--- config.mk ---
export PLATFORM = sky130hd
export DESIGN_NAME = evt_irq_gate
export DESIGN_NICKNAME = d
export VERILOG_FILES = /design/src/rtl/evt_irq_pkg.sv /design/src/rtl/evt_reg_port.sv /design/src/rtl/evt_flag_bank.sv /design/src/rtl/evt_irq_issue.sv /design/src/rtl/evt_irq_gate.sv
export SDC_FILE = /design/constraint.sdc
export NUM_CORES = 1
export LEC_CHECK = 0
export ABC_CLOCK_PERIOD_IN_PS = 2100
export BUFFER_PORTS_ARGS = -buffer_cell sky130_fd_sc_hd__buf_2
export CAP_MARGIN = 10
export CORE_MARGIN = 5
export CORE_UTILIZATION = 49
export CTS_CLUSTER_DIAMETER = 200
export DETAILED_ROUTE_END_ITERATION = 8
export PLACE_DENSITY = 0.87
export SYNTH_ARGS = -nofsm -noshare
export SYNTH_HDL_FRONTEND = slang
export SYNTH_SLANG_ARGS = --single-unit
--- constraint.sdc ---
create_clock -name clk -period 2.1 [get_ports clk]
set_input_delay 0 -clock clk [delete_from_list [all_inputs] [get_ports clk]]
set_output_delay 0 -clock clk [all_outputs]
set_load 0.05 [all_outputs]
--- src/rtl/evt_irq_pkg.sv ---
`timescale 1ns/1ps
package evt_irq_pkg;
  localparam int unsigned EVT_NUM_DEF = 11;
  localparam int unsigned REG_DW_DEF  = 16;
  localparam int unsigned REG_AW      = 2;

  // Register addresses of the software port
  typedef enum logic [REG_AW-1:0] {
    RA_ENABLE = 2'd0,
    RA_FLAGS  = 2'd1,
    RA_CLEAR  = 2'd2,
    RA_FORCE  = 2'd3
  } reg_addr_e;
endpackage

--- src/rtl/evt_reg_port.sv ---
`timescale 1ns/1ps
// Register port: enable mask storage, clear/force command decode, read mux.
module evt_reg_port
  import evt_irq_pkg::*;
#(
  parameter int unsigned NUM_EVT = EVT_NUM_DEF,
  parameter int unsigned DATA_W  = REG_DW_DEF
) (
  input  logic              clk,
  input  logic              rst_n,
  input  logic              wr_en,
  input  logic [REG_AW-1:0] addr,
  input  logic [DATA_W-1:0] wdata,
  input  logic [NUM_EVT-1:0] flag_q,
  input  logic              gint_q,
  output logic [NUM_EVT-1:0] en_q,
  output logic [NUM_EVT-1:0] clr_evt,
  output logic              clr_gint,
  output logic [NUM_EVT-1:0] frc_evt,
  output logic [DATA_W-1:0] rdata
);
  localparam int unsigned EVT_LSB = 1;
  localparam int unsigned EVT_MSB = NUM_EVT;

  reg_addr_e         addr_e;
  logic              en_we;
  logic [NUM_EVT-1:0] en_d;

  assign addr_e = reg_addr_e'(addr);

  // Write decode
  always_comb begin
    en_we    = wr_en && (addr_e == RA_ENABLE);
    en_d     = wdata[EVT_MSB:EVT_LSB];
    clr_evt  = '0;
    clr_gint = 1'b0;
    frc_evt  = '0;
    if (wr_en && (addr_e == RA_CLEAR)) begin
      clr_evt  = wdata[EVT_MSB:EVT_LSB];
      clr_gint = wdata[0];
    end
    if (wr_en && (addr_e == RA_FORCE)) begin
      frc_evt = wdata[EVT_MSB:EVT_LSB];
    end
  end

  // Enable mask register with explicit clock enable
  always_ff @(posedge clk or negedge rst_n) begin
    if (!rst_n) begin
      en_q <= '0;
    end else if (en_we) begin
      en_q <= en_d;
    end
  end

  // Read mux
  always_comb begin
    rdata = '0;
    unique case (addr_e)
      RA_ENABLE: rdata[EVT_MSB:EVT_LSB] = en_q;
      RA_FLAGS: begin
        rdata[0]               = gint_q;
        rdata[EVT_MSB:EVT_LSB] = flag_q;
      end
      default: rdata = '0;
    endcase
  end

  // the mask follows the written event bits on the next edge
  p_enable_written_r3: assert property (@(posedge clk) disable iff (!rst_n)
    en_we |=> (en_q == $past(wdata[EVT_MSB:EVT_LSB])));
endmodule

--- src/rtl/evt_flag_bank.sv ---
`timescale 1ns/1ps
// One sticky flag per event; set by event or force, cleared by write-one.
module evt_flag_bank #(
  parameter int unsigned NUM_EVT = evt_irq_pkg::EVT_NUM_DEF
) (
  input  logic               clk,
  input  logic               rst_n,
  input  logic [NUM_EVT-1:0] evt,
  input  logic [NUM_EVT-1:0] clr,
  input  logic [NUM_EVT-1:0] frc,
  output logic [NUM_EVT-1:0] flag_q
);
  for (genvar g = 0; g < NUM_EVT; g++) begin : g_cell
    logic set_c;
    logic flag_d;

    // Set has priority over clear
    always_comb begin
      set_c  = evt[g] | frc[g];
      flag_d = set_c | (flag_q[g] & ~clr[g]);
    end

    always_ff @(posedge clk or negedge rst_n) begin
      if (!rst_n) begin
        flag_q[g] <= 1'b0;
      end else begin
        flag_q[g] <= flag_d;
      end
    end

    p_evt_latches_r2: assert property (@(posedge clk) disable iff (!rst_n)
      evt[g] |=> flag_q[g]);
    p_flag_holds_r7: assert property (@(posedge clk) disable iff (!rst_n)
      (flag_q[g] && !clr[g]) |=> flag_q[g]);
    p_force_sets_r9: assert property (@(posedge clk) disable iff (!rst_n)
      frc[g] |=> flag_q[g]);
    p_clear_wins_idle_r7: assert property (@(posedge clk) disable iff (!rst_n)
      (clr[g] && !evt[g] && !frc[g]) |=> !flag_q[g]);
  end
endmodule

--- src/rtl/evt_irq_issue.sv ---
`timescale 1ns/1ps
// Global pending bit and single-cycle interrupt pulse generation.
module evt_irq_issue #(
  parameter int unsigned NUM_EVT = evt_irq_pkg::EVT_NUM_DEF
) (
  input  logic               clk,
  input  logic               rst_n,
  input  logic [NUM_EVT-1:0] flag_q,
  input  logic [NUM_EVT-1:0] en_q,
  input  logic               clr_gint,
  output logic               gint_q,
  output logic               pulse_q
);
  logic any_armed;
  logic fire;
  logic gint_d;

  always_comb begin
    any_armed = |(flag_q & en_q);
    fire      = any_armed & ~gint_q;
    gint_d    = fire | (gint_q & ~clr_gint);
  end

  always_ff @(posedge clk or negedge rst_n) begin
    if (!rst_n) begin
      gint_q  <= 1'b0;
      pulse_q <= 1'b0;
    end else begin
      gint_q  <= gint_d;
      pulse_q <= fire;
    end
  end

  p_pulse_single_r4: assert property (@(posedge clk) disable iff (!rst_n)
    pulse_q |=> !pulse_q);
  p_pulse_with_gint_r4: assert property (@(posedge clk) disable iff (!rst_n)
    pulse_q |-> gint_q);
endmodule

--- src/rtl/evt_irq_gate.sv ---
`timescale 1ns/1ps
// Top: event flag latching, enable gating and gated interrupt pulse.
module evt_irq_gate
  import evt_irq_pkg::*;
#(
  parameter int unsigned NUM_EVT = EVT_NUM_DEF,
  parameter int unsigned DATA_W  = REG_DW_DEF
) (
  input  logic               clk,
  input  logic               rst_n,
  input  logic [NUM_EVT-1:0] evt_i,
  input  logic               wr_en,
  input  logic [REG_AW-1:0]  addr,
  input  logic [DATA_W-1:0]  wdata,
  output logic [DATA_W-1:0]  rdata,
  output logic [NUM_EVT-1:0] flags_o,
  output logic               gint_o,
  output logic               irq_pulse_o
);
  logic [NUM_EVT-1:0] en_q;
  logic [NUM_EVT-1:0] clr_evt;
  logic [NUM_EVT-1:0] frc_evt;
  logic               clr_gint;

  evt_reg_port #(.NUM_EVT(NUM_EVT), .DATA_W(DATA_W)) u_regs (
    .clk     (clk),
    .rst_n   (rst_n),
    .wr_en   (wr_en),
    .addr    (addr),
    .wdata   (wdata),
    .flag_q  (flags_o),
    .gint_q  (gint_o),
    .en_q    (en_q),
    .clr_evt (clr_evt),
    .clr_gint(clr_gint),
    .frc_evt (frc_evt),
    .rdata   (rdata)
  );

  evt_flag_bank #(.NUM_EVT(NUM_EVT)) u_flags (
    .clk   (clk),
    .rst_n (rst_n),
    .evt   (evt_i),
    .clr   (clr_evt),
    .frc   (frc_evt),
    .flag_q(flags_o)
  );

  evt_irq_issue #(.NUM_EVT(NUM_EVT)) u_issue (
    .clk     (clk),
    .rst_n   (rst_n),
    .flag_q  (flags_o),
    .en_q    (en_q),
    .clr_gint(clr_gint),
    .gint_q  (gint_o),
    .pulse_q (irq_pulse_o)
  );

  p_pulse_needs_enabled_r5: assert property (@(posedge clk) disable iff (!rst_n)
    irq_pulse_o |-> $past(|(flags_o & en_q)));
  p_no_pulse_held_r6: assert property (@(posedge clk) disable iff (!rst_n)
    (gint_o && !clr_gint) |=> !irq_pulse_o);
  p_gint_stays_r6: assert property (@(posedge clk) disable iff (!rst_n)
    (gint_o && !clr_gint) |=> gint_o);
endmodule

==> flow_summary.yaml <==
logic_synthesis:
  ys_seq_area_frac: 0.468
  syn_area_um2: 1280
  synth_simple_gate_area_frac: 0.0682
  synthMuxAreaShare: 0.182
  syn-instance-count: 105
  synth_cell_types: 22
  yosysTopAreaCell: "dfrtp_1"
  synth_fa_ha_area_frac: 0
  yosys_warnings: 0
  synth-compound-area-share: 0.215
  synthTopCellsByArea: "dfrtp_1 47%, mux2_1 9.6%, a311o_1 8.6%"
  synth_xor_area_frac: 0
  syn_avg_cell_area_um2: 12.2
  ys_ff_latch: 24
  synth_top_family_by_area: "compound AO/OA/AOI/OAI gates"
  synth_top_area_frac: 0.468
clocking:
  cts_buffers: 3
  cts_tree: "yes"
  cts_max_level: 1
  clock_path_buffers: 2
  clkTransAtPathRegs_ns: 0.12
  cts_num_sinks: 24
  post-cts-setup-buffers: 0
  cts_root_buf: "clkbuf_4"
  clock_latency_ns: 0.30
  cts.repair.resized: 0
layout:
  fin_nets: 222
  drive_gt1_frac: 0.360
  ff_latch_area_um2: 601
  fillers: 147
  area_growth_pct: 48.2
  final_util: 0.761
  multi_input_area_um2: 613
  fin_area_um2: 1900
  diodes: 0
  final_cell_count_no_fill: 219
detailed_routing:
  drt_first_pass_iters: 4
  vias_per_cell: 5.47
  antenna_left: 0
  post-route-drc-count: 0
  wl_per_cell_um: 17.1
  finalWirelength_um: 3750
  first_iter_violations: 37
  via_count: 1199
grt:
  grt_max_degree: 25
  grt_first_pass_wirelength_um: 6240
  grt_pass1_vias: 1324
  grtUsageTotal: 0.226
  gr-total-overflow: 0
  antenna_found_initial: 0
floorplan:
  core_um2: 2500
  initial_core_util: 0.514
  io_pins: 61
  row_count: 18
  die_w_um: 61.2
  fp.dieArea_um2: 3740
  die_h_um: 61.2
pwr:
  peakVddDrop_mv: 0.551
  leakage_nw: 0.836
  p_per_area_nw_per_um2: 636
timing:
  skew_ns: 0.00375
  setup_violations: 0
  relSlewSlack: 0.653
  fin_crit_ns: 1.60
  setup-tns-final_ns: 0
  rsz0062_at_grt: "false"
  worstMarginPinSlew_ns: 0.521
  max_freq_ghz: 0.625
  fin_crit_sh: 0.762
  hold_viol_final: 0
  slew_viol_final: 0
critical_path:
  crit_path_end_kind: "flip-flop"
  crit_path_start: "u_flags.flag_q[3]"
  cp_max_fo: 4
  path_class: "flip-flop to flip-flop"
  worstPathArrival_ns: 1.80
  timing.rr.start: "u_flags.flag_q[3]"
  worstPathRequired_ns: 2.30
  start_kind: "flip-flop"
status:
  status: "finished clean"
place:
  routabilityCongestion: 0.747
  dp_cells: 181
  hpwlAfterDp_um: 2220
  portBuffers: 52
  placed_area_um2: 1530
job:
  drv_cap: 0
worst_hold_path:
  hold_path_class: "primary input to flip-flop"
  min_from: "wdata[0]"
[cells by family after synthesis]
| kind of cell | Yosys count |
|---|---|
| buffers and inverters | 11 |
| other | 1 |
| AOI/OAI and AO/OA | 29 |
| muxes | 22 |
| and+or+nand+nor | 18 |
| DFF | 24 |
[flip-flops by register name, indices dropped and copies added (netlist names)]
signal,count
u_regs.en_q,11
u_flags.flag_q,11
u_issue.pulse_q,1
u_issue.gint_q,1
[layout make-up]
type,count,share of cell area
Clock buffer,4,0.0191
Tap cell,30,0.0197
Multi-Input combinational cell,73,0.322
Timing Repair Buffer,88,0.323
Sequential cell,24,0.316
[final timing paths]
kind | end | slack, ns | cells past startpoint
setup reg to reg | u_flags.flag_q[3] | 0.50 | 3
setup / recovery | u_flags.flag_q[3] | 0.50 | 3
hold / removal | u_issue.gint_q | 0.03 | 3
max in group asynchronous | u_flags.flag_q[0] | 1.54 | 2
hold reg to reg | u_issue.pulse_q | 0.52 | 1
min in group asynchronous | u_regs.en_q[5] | 0.21 | 2
[routing by layer]
layer  up-vias  routed length (um)  track usage
met5         -                   0            0
met4         0                  87       0.0960
met3        10                 191       0.0335
met2        57                1980        0.394
met1       579                1490        0.278
li1        553                   -            -
[what timing repair did]
item	4_1_cts	5_1_grt
setup endpoints to repair	0	0
hold buffers	34	0
endpoints found under the hold margin	46	0
[placed cells by master, fill, tap and decap left out]
| master | n |
|---|---|
| buf_2 | 52 |
| a311o_1 | 11 |
| dfrtp_1 | 24 |
| nor2_1 | 12 |
| nor3b_2 | 1 |
| mux2i_1 | 11 |
| buf_4 | 2 |
| a21boi_0 | 2 |
| conb_1 | 4 |
| and2_4 | 1 |
| o22a_1 | 1 |
| a222oi_1 | 1 |
| mux2_1 | 11 |
| a21boi_2 | 8 |
| nand2_1 | 2 |
| clkbuf_8 | 1 |
| nand3_1 | 1 |
| and4_1 | 1 |
| a21oi_1 | 1 |
| dlygate4sd3_1 | 34 |
| clkbuf_4 | 3 |
| a21boi_1 | 1 |
| a22oi_1 | 4 |
[per-stage QoR]
stage | power [mW] | setup slack [ns] | hold slack, ns
finish | 1.21 | 0.500 | 0.0254
floorplan | 0.831 | 0.662 | -0.296
global placement | 0.914 | 0.726 | -0.000569
detailed placement | 0.930 | 0.688 | 0.00959
global route | 1.28 | 0.454 | 0.00699
CTS | 1.21 | 0.521 | 0.00775
[Yosys cell counts]
cell	number
mux2i_1	11
a21oi_1	1
nand3_1	1
a21boi_1	1
and2_4	1
a21boi_0	2
o22a_1	1
and4_1	1
nor3b_2	1
a222oi_1	1
a311o_1	11
nand2_1	2
a22oi_1	4
dfrtp_1	24
buf_2	4
mux2_1	11
buf_12	1
clkbuf_1	1
conb_1	1
a21boi_2	8
nor2_1	12
buf_4	5
[where the power goes]
group	internal (mW)	switching, mW
combinational	0.160	0.261
clock	0.106	0.127
sequential	0.514	0.0443
[critical path, cell delays in order (launching register included)]
cell	delay, ns
dfrtp_1	0.43
a21boi_2	0.17
a311o_1	0.32
dlygate4sd3_1	0.57
(Power assumes the default switching activity.)
